File: src/rtl/pci_tgt_pkg.sv
package pci_tgt_pkg;

  typedef enum logic [1:0] {PH_IDLE, PH_TURN, PH_DATA} phase_e;
  typedef enum logic [1:0] {SP_NONE, SP_MEM, SP_IO} space_e;

  typedef struct packed {
    space_e space;
    logic   rd;
  } cmd_info_t;

  // Command code to address space and direction; aliases fold onto plain read/write.
  function automatic cmd_info_t classify(input logic [3:0] code);
    cmd_info_t r;
    r.space = SP_NONE;
    r.rd    = 1'b0;
    case (code)
      4'b0010: begin r.space = SP_IO;  r.rd = 1'b1; end
      4'b0011: begin r.space = SP_IO;  r.rd = 1'b0; end
      4'b0110,
      4'b1100,
      4'b1110: begin r.space = SP_MEM; r.rd = 1'b1; end
      4'b0111,
      4'b1111: begin r.space = SP_MEM; r.rd = 1'b0; end
      default: begin r.space = SP_NONE; r.rd = 1'b0; end
    endcase
    return r;
  endfunction

endpackage

File: src/rtl/pci_tgt_decode.sv
module pci_tgt_decode
  import pci_tgt_pkg::*;
#(
  parameter int          ADDR_W   = 4,
  parameter logic [31:0] MEM_BASE = 32'h8000_0000,
  parameter logic [31:0] IO_BASE  = 32'h0000_1000
) (
  input  logic [31:2]       ad_hi,
  input  logic [3:0]        code,
  output logic              hit,
  output logic              rd,
  output logic [ADDR_W-1:0] word
);
  localparam int TAG_LO = ADDR_W + 2;

  cmd_info_t info;
  logic      mem_match;
  logic      io_match;

  always_comb begin
    info      = classify(code);
    mem_match = (ad_hi[31:TAG_LO] == MEM_BASE[31:TAG_LO]);
    io_match  = (ad_hi[31:TAG_LO] == IO_BASE[31:TAG_LO]);
    hit       = ((info.space == SP_MEM) && mem_match) ||
                ((info.space == SP_IO) && io_match);
    rd        = info.rd;
    word      = ad_hi[TAG_LO-1:2];
  end

endmodule

File: src/rtl/pci_tgt_seq.sv
module pci_tgt_seq
  import pci_tgt_pkg::*;
#(
  parameter int ADDR_W = 4
) (
  input  logic              clk,
  input  logic              rst_n,
  input  logic              frame_n,
  input  logic              irdy_n,
  input  logic              hit,
  input  logic              rd_cmd,
  input  logic [ADDR_W-1:0] start_word,
  input  logic              bk_ready,
  output logic              devsel_n,
  output logic              trdy_n,
  output logic              drive,
  output logic              bk_valid,
  output logic              is_rd,
  output logic [ADDR_W-1:0] word
);
  phase_e phase;
  logic   frame_q;
  logic   start;
  logic   xfer;

  assign start    = (phase == PH_IDLE) && !frame_n && frame_q;
  assign xfer     = (phase == PH_DATA) && !irdy_n && bk_ready;
  assign devsel_n = (phase == PH_IDLE);
  assign trdy_n   = !((phase == PH_DATA) && bk_ready);
  assign bk_valid = (phase == PH_DATA) && !irdy_n;
  assign drive    = (phase == PH_DATA) && is_rd;

  always_ff @(posedge clk or negedge rst_n) begin
    if (!rst_n) begin
      phase   <= PH_IDLE;
      frame_q <= 1'b1;
      is_rd   <= 1'b0;
      word    <= '0;
    end else begin
      frame_q <= frame_n;
      case (phase)
        PH_IDLE: if (start && hit) begin
          is_rd <= rd_cmd;
          word  <= start_word;
          phase <= rd_cmd ? PH_TURN : PH_DATA;
        end
        PH_TURN: phase <= PH_DATA;
        PH_DATA: if (xfer) begin
          word <= word + 1'b1;
          if (frame_n) phase <= PH_IDLE;
        end
        default: phase <= PH_IDLE;
      endcase
    end
  end


  trdy_dev_chk: assert property (@(posedge clk) disable iff (!rst_n)
    !trdy_n |-> !devsel_n);


  end_release_chk: assert property (@(posedge clk) disable iff (!rst_n)
    (xfer && frame_n) |=> (devsel_n && trdy_n));


  burst_step_chk: assert property (@(posedge clk) disable iff (!rst_n)
    (xfer && !frame_n) |=> (word == $past(word) + 1'b1));


  turn_chk: assert property (@(posedge clk) disable iff (!rst_n)
    (start && hit && rd_cmd) |=> (!drive && trdy_n && !devsel_n));


  miss_chk: assert property (@(posedge clk) disable iff (!rst_n)
    (start && !hit) |=> devsel_n);


  req_hold_chk: assert property (@(posedge clk) disable iff (!rst_n)
    (bk_valid && !bk_ready) |=> bk_valid);

endmodule

File: src/rtl/pci_tgt_parity.sv
module pci_tgt_parity (
  input  logic        clk,
  input  logic        rst_n,
  input  logic        ad_oe,
  input  logic [31:0] ad_out,
  input  logic [3:0]  cbe_n,
  output logic        par,
  output logic        par_oe
);
  always_ff @(posedge clk or negedge rst_n) begin
    if (!rst_n) begin
      par    <= 1'b0;
      par_oe <= 1'b0;
    end else begin
      par    <= ^{ad_out, cbe_n};
      par_oe <= ad_oe;
    end
  end


  par_follow_chk: assert property (@(posedge clk) disable iff (!rst_n)
    $rose(ad_oe) |=> par_oe);

endmodule

File: src/rtl/pci_tgt_core.sv
module pci_tgt_core
  import pci_tgt_pkg::*;
#(
  parameter int          ADDR_W   = 4,
  parameter logic [31:0] MEM_BASE = 32'h8000_0000,
  parameter logic [31:0] IO_BASE  = 32'h0000_1000
) (
  input  logic              clk,
  input  logic              rst_n,
  input  logic              frame_n,
  input  logic              irdy_n,
  input  logic [3:0]        cbe_n,
  input  logic [31:0]       ad_in,
  output logic [31:0]       ad_out,
  output logic              ad_oe,
  output logic              par,
  output logic              par_oe,
  output logic              devsel_n,
  output logic              trdy_n,
  output logic              stop_n,
  output logic              bk_valid,
  input  logic              bk_ready,
  output logic              bk_we,
  output logic [ADDR_W-1:0] bk_addr,
  output logic [3:0]        bk_be,
  output logic [31:0]       bk_wdata,
  input  logic [31:0]       bk_rdata
);
  logic              dec_hit;
  logic              dec_rd;
  logic [ADDR_W-1:0] dec_word;
  logic              rd_q;

  pci_tgt_decode #(.ADDR_W(ADDR_W), .MEM_BASE(MEM_BASE), .IO_BASE(IO_BASE)) u_dec (
    .ad_hi (ad_in[31:2]),
    .code  (cbe_n),
    .hit   (dec_hit),
    .rd    (dec_rd),
    .word  (dec_word)
  );

  pci_tgt_seq #(.ADDR_W(ADDR_W)) u_seq (
    .clk        (clk),
    .rst_n      (rst_n),
    .frame_n    (frame_n),
    .irdy_n     (irdy_n),
    .hit        (dec_hit),
    .rd_cmd     (dec_rd),
    .start_word (dec_word),
    .bk_ready   (bk_ready),
    .devsel_n   (devsel_n),
    .trdy_n     (trdy_n),
    .drive      (ad_oe),
    .bk_valid   (bk_valid),
    .is_rd      (rd_q),
    .word       (bk_addr)
  );

  pci_tgt_parity u_par (
    .clk    (clk),
    .rst_n  (rst_n),
    .ad_oe  (ad_oe),
    .ad_out (ad_out),
    .cbe_n  (cbe_n),
    .par    (par),
    .par_oe (par_oe)
  );

  assign ad_out   = bk_rdata;
  assign bk_we    = !rd_q;
  assign bk_be    = ~cbe_n;
  assign bk_wdata = ad_in;
  assign stop_n   = 1'b1;

endmodule

File: config.mk
export PLATFORM = sky130hd
export DESIGN_NAME = pci_tgt_core
export DESIGN_NICKNAME = d
export VERILOG_FILES = /design/src/rtl/pci_tgt_pkg.sv /design/src/rtl/pci_tgt_decode.sv /design/src/rtl/pci_tgt_seq.sv /design/src/rtl/pci_tgt_parity.sv /design/src/rtl/pci_tgt_core.sv
export SDC_FILE = /design/constraint.sdc
export NUM_CORES = 1
export LEC_CHECK = 0
export ABC_AREA = 1
export BUFFER_PORTS_ARGS = -buffer_cell sky130_fd_sc_hd__buf_2
export CAP_MARGIN = 20
export CORE_MARGIN = 2
export CORE_UTILIZATION = 42
export CTS_BUF_LIST = sky130_fd_sc_hd__clkbuf_4 sky130_fd_sc_hd__clkbuf_8
export CTS_CLUSTER_DIAMETER = 80
export CTS_CLUSTER_SIZE = 14
export DETAILED_ROUTE_END_ITERATION = 10
export PLACE_DENSITY = 0.95
export SLEW_MARGIN = 25
export SYNTH_ARGS = -nofsm -noshare
export SYNTH_HDL_FRONTEND = slang
export SYNTH_SLANG_ARGS = --single-unit
File: constraint.sdc
create_clock -name clk -period 1.78 [get_ports clk]
set_input_delay 0.089 -clock clk [delete_from_list [all_inputs] [get_ports clk]]
set_output_delay 0.089 -clock clk [all_outputs]
set_load 0.05 [all_outputs]
==> results of run 1 <==
[per-stage QoR]
stage / cells / power (µW)
floorplan: 338 / 1280
global placement: 474 / 1450
detailed placement: 474 / 1490
CTS: 480 / 1750
global route: 480 / 1860
finish: 480 / 1740
[final timing paths]
check,to,slack (ns),cells past startpoint
setup / recovery,u_seq.word[2]$_DFFE_PN0P_,0.27,12
hold / removal,bk_wdata[0],0.18,0
setup reg to reg,u_seq.word[2]$_DFFE_PN0P_,0.36,9
hold reg to reg,u_seq.word[3]$_DFFE_PN0P_,0.53,2
max in group asynchronous,u_seq.frame_q$_DFF_PN1_,1.26,2
min in group asynchronous,u_par.par_oe$_DFF_PN0_,0.26,2
[cell type report]
| type | instances | area (µm²) |
|---|---|---|
| inverter | 33 | 126 |
| clock buffer | 4 | 48.8 |
| fill | 478 | 2280 |
| tap | 54 | 67.6 |
| multi-input combinational | 230 | 1160 |
| sequential | 10 | 251 |
| timing repair buffer | 149 | 756 |
[routing by layer]
metal  part of all wire [%]  global-route usage (%)  routed length (µm)  up-vias
li1                       -                       -                   -     1132
met1                     35                    13.5                1610      950
met2                     57                    35.4                2670       98
met3                    7.0                    1.37                 326        4
met4                   0.92                    5.05                  43        0
met5                      0                       0                   0        -
[repair_timing]
item,in CTS,in global routing
setup endpoints to repair,0,0
endpoints found under the hold margin,11,0
hold buffers,2,0
[worst max-delay path: stages]
cell	delay, ns
dlygate4sd3_1	0.54
buf_2	0.13
inv_1	0.08
nand2_1	0.07
nor3_2	0.12
nand3_2	0.12
nor2_4	0.11
nand3_4	0.09
nand2_4	0.11
nand2_4	0.06
nand2_1	0.05
nand2_1	0.05
[power groups by stage]
stage               sequential [µW]  combinational, µW  clock [µW]
floorplan                       497                786           0
global placement                336               1110           0
detailed placement              337               1150           0
CTS                             334               1160         260
global route                    340               1250         271
finish                          336               1150         254
[placed cells by master, fill, tap and decap left out, types with 2 or more instances in the layout]
master and n:
buf_2 147, clkbuf_8 3, dfrtp_1 9, dlygate4sd3_1 2
ha_1 7, inv_1 27, inv_2 5, nand2_1 138
nand2_2 6, nand2_4 2, nand3_1 17, nand3_2 3
nor2_1 18, nor2_2 4, nor2_4 2, o21ai_0 5
o21ai_1 2, o21ai_2 2, xnor2_1 11, xor2_1 8
[state kept, by name, indices dropped and copies added (netlist names)]
| register | count |
|---|---|
| u_par.par_oe | 1 |
| u_seq.phase | 2 |
| u_par.par | 1 |
| u_seq.is_rd | 1 |
| u_seq.word | 4 |
| u_seq.frame_q | 1 |
[cell families after synthesis]
logic type	count (synthesis)	synth area share, %
and+or+nand+nor	193	41.6
buffers and inverters	98	30.3
xor gates and xnor gates	19	8.22
AOI/OAI and AO/OA	10	2.90
DFF	10	12.4
adders and majority gates	7	4.33
other	1	0.185
==> reports/qor.yml, run 1 <==
status: "finished, final reports clean"
cap_violations: 0
synth_top_area_cell: "nand2_1"
min_period_over_period_pct: 84.8
grt_usage_pct: 15.7
synth_seq_cells: 10
wl_um: 4650
syn_inst: 338
ctsResizeCount: 0
hpwl_um: 4120
ys_top_cells_by_count: "nand2_1 (138), buf_4 (65), inv_1 (27), nor2_1 (18), nand3_1 (17)"
fin_skew_ns: 0.00242
fp-row-count: 25
cp-end-kind: "flop"
insertion_delay_ns: 0.23
fmax_ghz: 0.662
grt_max_degree: 11
worstSetupPathType: "in -> reg"
tritoncts: "built"
swShare_pct: 55.1
htreeDepth: 1
drive_above_1_share_pct: 42.0
ctsLongestPathBuffers: 2
crit_path_start_kind: "input pin"
setup_tns_ns: 0
setup_viol: 0
fin_util_pct: 51.3
p_leak_uw: 0.00150
clk_pin_slew_ns: 0.05
finalCriticalPeriod_ns: 1.51
fin_area_um2: 2410
hold_class: "in -> out"
drv_slew: 0
r2r-start: "u_seq.frame_q$_DFF_PN1_"
yosys_warnings: 0
clockPowerShare_pct: 14.6
place_area_um2: 2340
die-height_um: 73.4
cts-root-buf: "clkbuf_8"
p_switching_uw: 959
nets: 507
via_per_inst: 4.55
seq_area_frac_synth_pct: 12.4
ir_worst_vdd_v: 0.000293
async_flop_share_pct: 100
die_w_um: 73.4
pre_cts_ws_ns: 0.316
final.setup.worst_slack_ns: 0.270
cts_sinks: 10
power_density_nw_per_um2: 723
drt_iter0_drc: 69
dieArea_um2: 5390
worstPathArrival_ns: 1.63
netlist.area_leader.share_pct: 25.6
initial_utilization_pct: 43.1
hold_start: "ad_in[0]"
pwr-share-comb_pct: 66.1
drt.antenna.violating_nets: 0
synth_flop_cell: "dfrtp_1"
syn_nets: 418
cts_made_buffers: 3
io_pins: 153
vias: 2184
worstSetupStartpoint: "frame_n"
first_pass_iters: 4
crit_path_max_fanout: 6
port_buffers: 147
synthMostInstantiatedCell: "nand2_1"
syn_area_um2: 2020
p_int_uw: 782
drc: 0
overflow: 0
core_area_um2: 4690
gp_congestion: 0.723
avgSynthCellArea_um2: 5.99
postCtsSetupBuffers: 0
rsz0062_at_grt: "false"
synth.distinct_cells: 25
grt_pass1_wl_um: 6960
area_delta_synth_final_pct: 19.0
wl_per_cell_um: 9.69
hold_viol_final: 0
antenna_found_initial: 0
synth_area_leaders: "nand2_1 (26%), buf_4 (24%), dfrtp_1 (11%), inv_1 (5.0%), xnor2_1 (4.8%)"
grt_pass1_vias: 1935
synth_edf_count: 0
crit_required_ns: 1.90
diodes: 0
fin_hold_ws_ns: 0.178
pwr-share-seq_pct: 19.3
Note: power is estimated with default switching activity, not from simulation.
==> inputs of run 2 (changes only) <==
==> constraint.sdc (replaced) <==
create_clock -name clk -period 1.45 [get_ports clk]
set_input_delay 0.0725 -clock clk [delete_from_list [all_inputs] [get_ports clk]]
set_output_delay 0.0725 -clock clk [all_outputs]
set_load 0.05 [all_outputs]
==> run 2 against run 1 <==
Flip-flop and latch count did not move. Critical path depth decreased by 3. First-iteration DRC count up 5.8%. Setup slack lost 0.22 ns. Via count down 0.27%. Sequential power rose by 18%. Combinational power is 23% higher.
==> reports/qor.yml, run 2 (synthesis results as in run 1) <==
rsz0062_at_grt: "true"  # was false
hpwl_um: 4090  # was 4120 µm
r2r_cells: 9  # unchanged
worstPathArrival_ns: 1.53  # was 1.63 ns
status: "finished, final reports clean"  # unchanged
tritoncts: "built"  # unchanged
via_per_inst: 4.53  # was 4.55
fin_util_pct: 52.1  # was 51.3%
drv_slew: 0  # unchanged
io_pins: 153  # unchanged
area_delta_synth_final_pct: 20.7  # was 19.0%
pwr-share-seq_pct: 18.6  # was 19.3%
gp_congestion: 0.844  # was 0.723
min_period_over_period_pct: 96.6
wl_per_cell_um: 9.40  # was 9.69 µm
grt_pass1_wl_um: 6520  # was 6960 µm
p_int_uw: 963  # was 782 µW
drive_above_1_share_pct: 43.8  # was 42.0%
r2r-start: "u_seq.frame_q$_DFF_PN1_"  # unchanged
fp-row-count: 25  # unchanged
ctsLongestPathBuffers: 2  # unchanged
nets: 508  # was 507
layout_commonest_cell: "buf_2"  # unchanged
largest_register_ffs: 4  # unchanged
ir_worst_vdd_v: 0.000578  # was 0.000293 V
vias: 2178  # was 2184
largestRegisters: "u_seq.word (4), u_seq.phase (2)"  # unchanged
initial_utilization_pct: 43.1  # unchanged
dieArea_um2: 5390  # unchanged
drt.antenna.violating_nets: 0  # unchanged
n_fill_cell: 461  # was 478
grt_pass1_vias: 1796  # was 1935
crit_path_max_fanout: 6  # unchanged
grt_usage_pct: 14.8  # was 15.7%
wl_um: 4520  # was 4650 µm
first_pass_iters: 6  # was 4
holdPathEnd: "bk_wdata[1]"  # was bk_wdata[0]
core_area_um2: 4690  # unchanged
cp-end-kind: "flop"  # unchanged
die-height_um: 73.4  # unchanged
power_density_nw_per_um2: 876  # was 723 nW/µm²
cap_violations: 0  # unchanged
cts_sinks: 10  # unchanged
port_buffers: 147  # unchanged
finalCriticalPeriod_ns: 1.40
fmax_ghz: 0.714
power_uw: 2140  # was 1740 µW
r2r_slack_ns: 0.05  # was 0.36 ns
most-common-layout-cells: "buf_2 (147), nand2_1 (137), inv_1 (23)"  # was buf_2 (147), nand2_1 (138), inv_1 (27)
overflow: 0  # unchanged
drt_iter0_drc: 73  # was 69
crit_required_ns: 1.58  # was 1.90 ns
hold_viol_final: 0  # unchanged
antenna_found_initial: 0  # unchanged
cts_made_buffers: 3  # unchanged
setup_tns_ns: 0  # unchanged
hold_depth: 0  # unchanged
worstSetupPathType: "reg -> reg"  # was in -> reg
p_leak_uw: 0.00149  # was 0.00150 µW
cts-root-buf: "clkbuf_8"  # unchanged
top_register: "u_seq.word"  # unchanged
clockPowerShare_pct: 15.1  # was 14.6%
hold_start: "ad_in[1]"  # was ad_in[0]
postCtsSetupBuffers: 0  # unchanged
die_w_um: 73.4  # unchanged
fin_skew_ns: 0.00778  # was 0.00242 ns
crit_path_start_kind: "flop"  # was input pin
diodes: 0  # unchanged
pwr-share-comb_pct: 66.3  # was 66.1%
setup_viol: 0  # unchanged
drc: 0  # unchanged
htreeDepth: 1  # unchanged
hold_class: "in -> out"  # unchanged
clk_pin_slew_ns: 0.05  # about the same
swShare_pct: 55.0  # was 55.1%
r2r_end: "u_seq.word[3]$_DFFE_PN0P_"  # was u_seq.word[2]$_DFFE_PN0P_
p_switching_uw: 1180  # was 959 µW
insertion_delay_ns: 0.24  # was 0.23 ns
grt_max_degree: 11  # unchanged
[run 2: per-stage QoR]
step	std cells	hold WS, ns	worst slack (ns)	cell area (µm²)
2_1_floorplan	338	-0.223	-0.0271	2050
6_report	481	0.145	0.0500	2440
3_5_place_dp	475	-0.0585	-0.0841	2370
5_1_grt	481	0.145	-0.0333	2440
4_1_cts	481	0.145	0.0376	2440
3_3_place_gp	475	-0.0576	-0.000102	2370
[run 2: final cells by class]
class	instances	area (µm²)	share of cell area, %
tap	54	67.6	2.76
clock buffer	4	48.8	2.00
timing repair buffer	150	763	31.2
inverter	33	141	5.79
sequential	10	251	10.3
multi-input combinational	230	1170	47.9
[run 2: how the worst max path moves through the flow]
stage | startpoint | to | slack [ns]
floorplan | cbe_n[0] | u_par.par$_DFF_PN0_ | -0.03
global placement | cbe_n[0] | u_par.par$_DFF_PN0_ | -0.0001
detailed placement | cbe_n[0] | u_par.par$_DFF_PN0_ | -0.08
CTS | u_seq.frame_q$_DFF_PN1_ | u_seq.word[3]$_DFFE_PN0P_ | 0.04
global route | u_seq.frame_q$_DFF_PN1_ | u_seq.word[3]$_DFFE_PN0P_ | -0.03
finish | u_seq.frame_q$_DFF_PN1_ | u_seq.word[3]$_DFFE_PN0P_ | 0.05
[run 2: worst max-delay path, stage by stage, from the launching register on]
cell and delay [ns]:
dfstp_2 0.52, nand2_2 0.05, nor3_2 0.12, nand3_2 0.12
nor2_4 0.11, nand3_4 0.10, nand2_4 0.11, nand2_4 0.07
nand2_1 0.06, nand2_1 0.05
[run 2: layer usage]
metal / up-vias / wire (µm) / track usage, %
met5: - / 0 / 0
met4: 0 / 51 / 5.45
met3: 5 / 350 / 2.33
met2: 105 / 2330 / 29.4
met1: 930 / 1790 / 15.3
li1: 1138 / - / -
[run 2: power groups by stage]
stage / combinational [µW] / clock (µW) / sequential (µW)
finish: 1420 / 323 / 398
global route: 1540 / 339 / 406
CTS: 1430 / 328 / 397
detailed placement: 1420 / 0 / 401
global placement: 1380 / 0 / 399
floorplan: 967 / 0 / 610
[run 2: what timing repair did]
| item | CTS | global route |
|---|---|---|
| hold buffers | 2 | 0 |
| endpoints found under the setup margin | 0 | 4 |
| endpoints found under the hold margin | 11 | 0 |
| resized for setup | 0 | 1 |
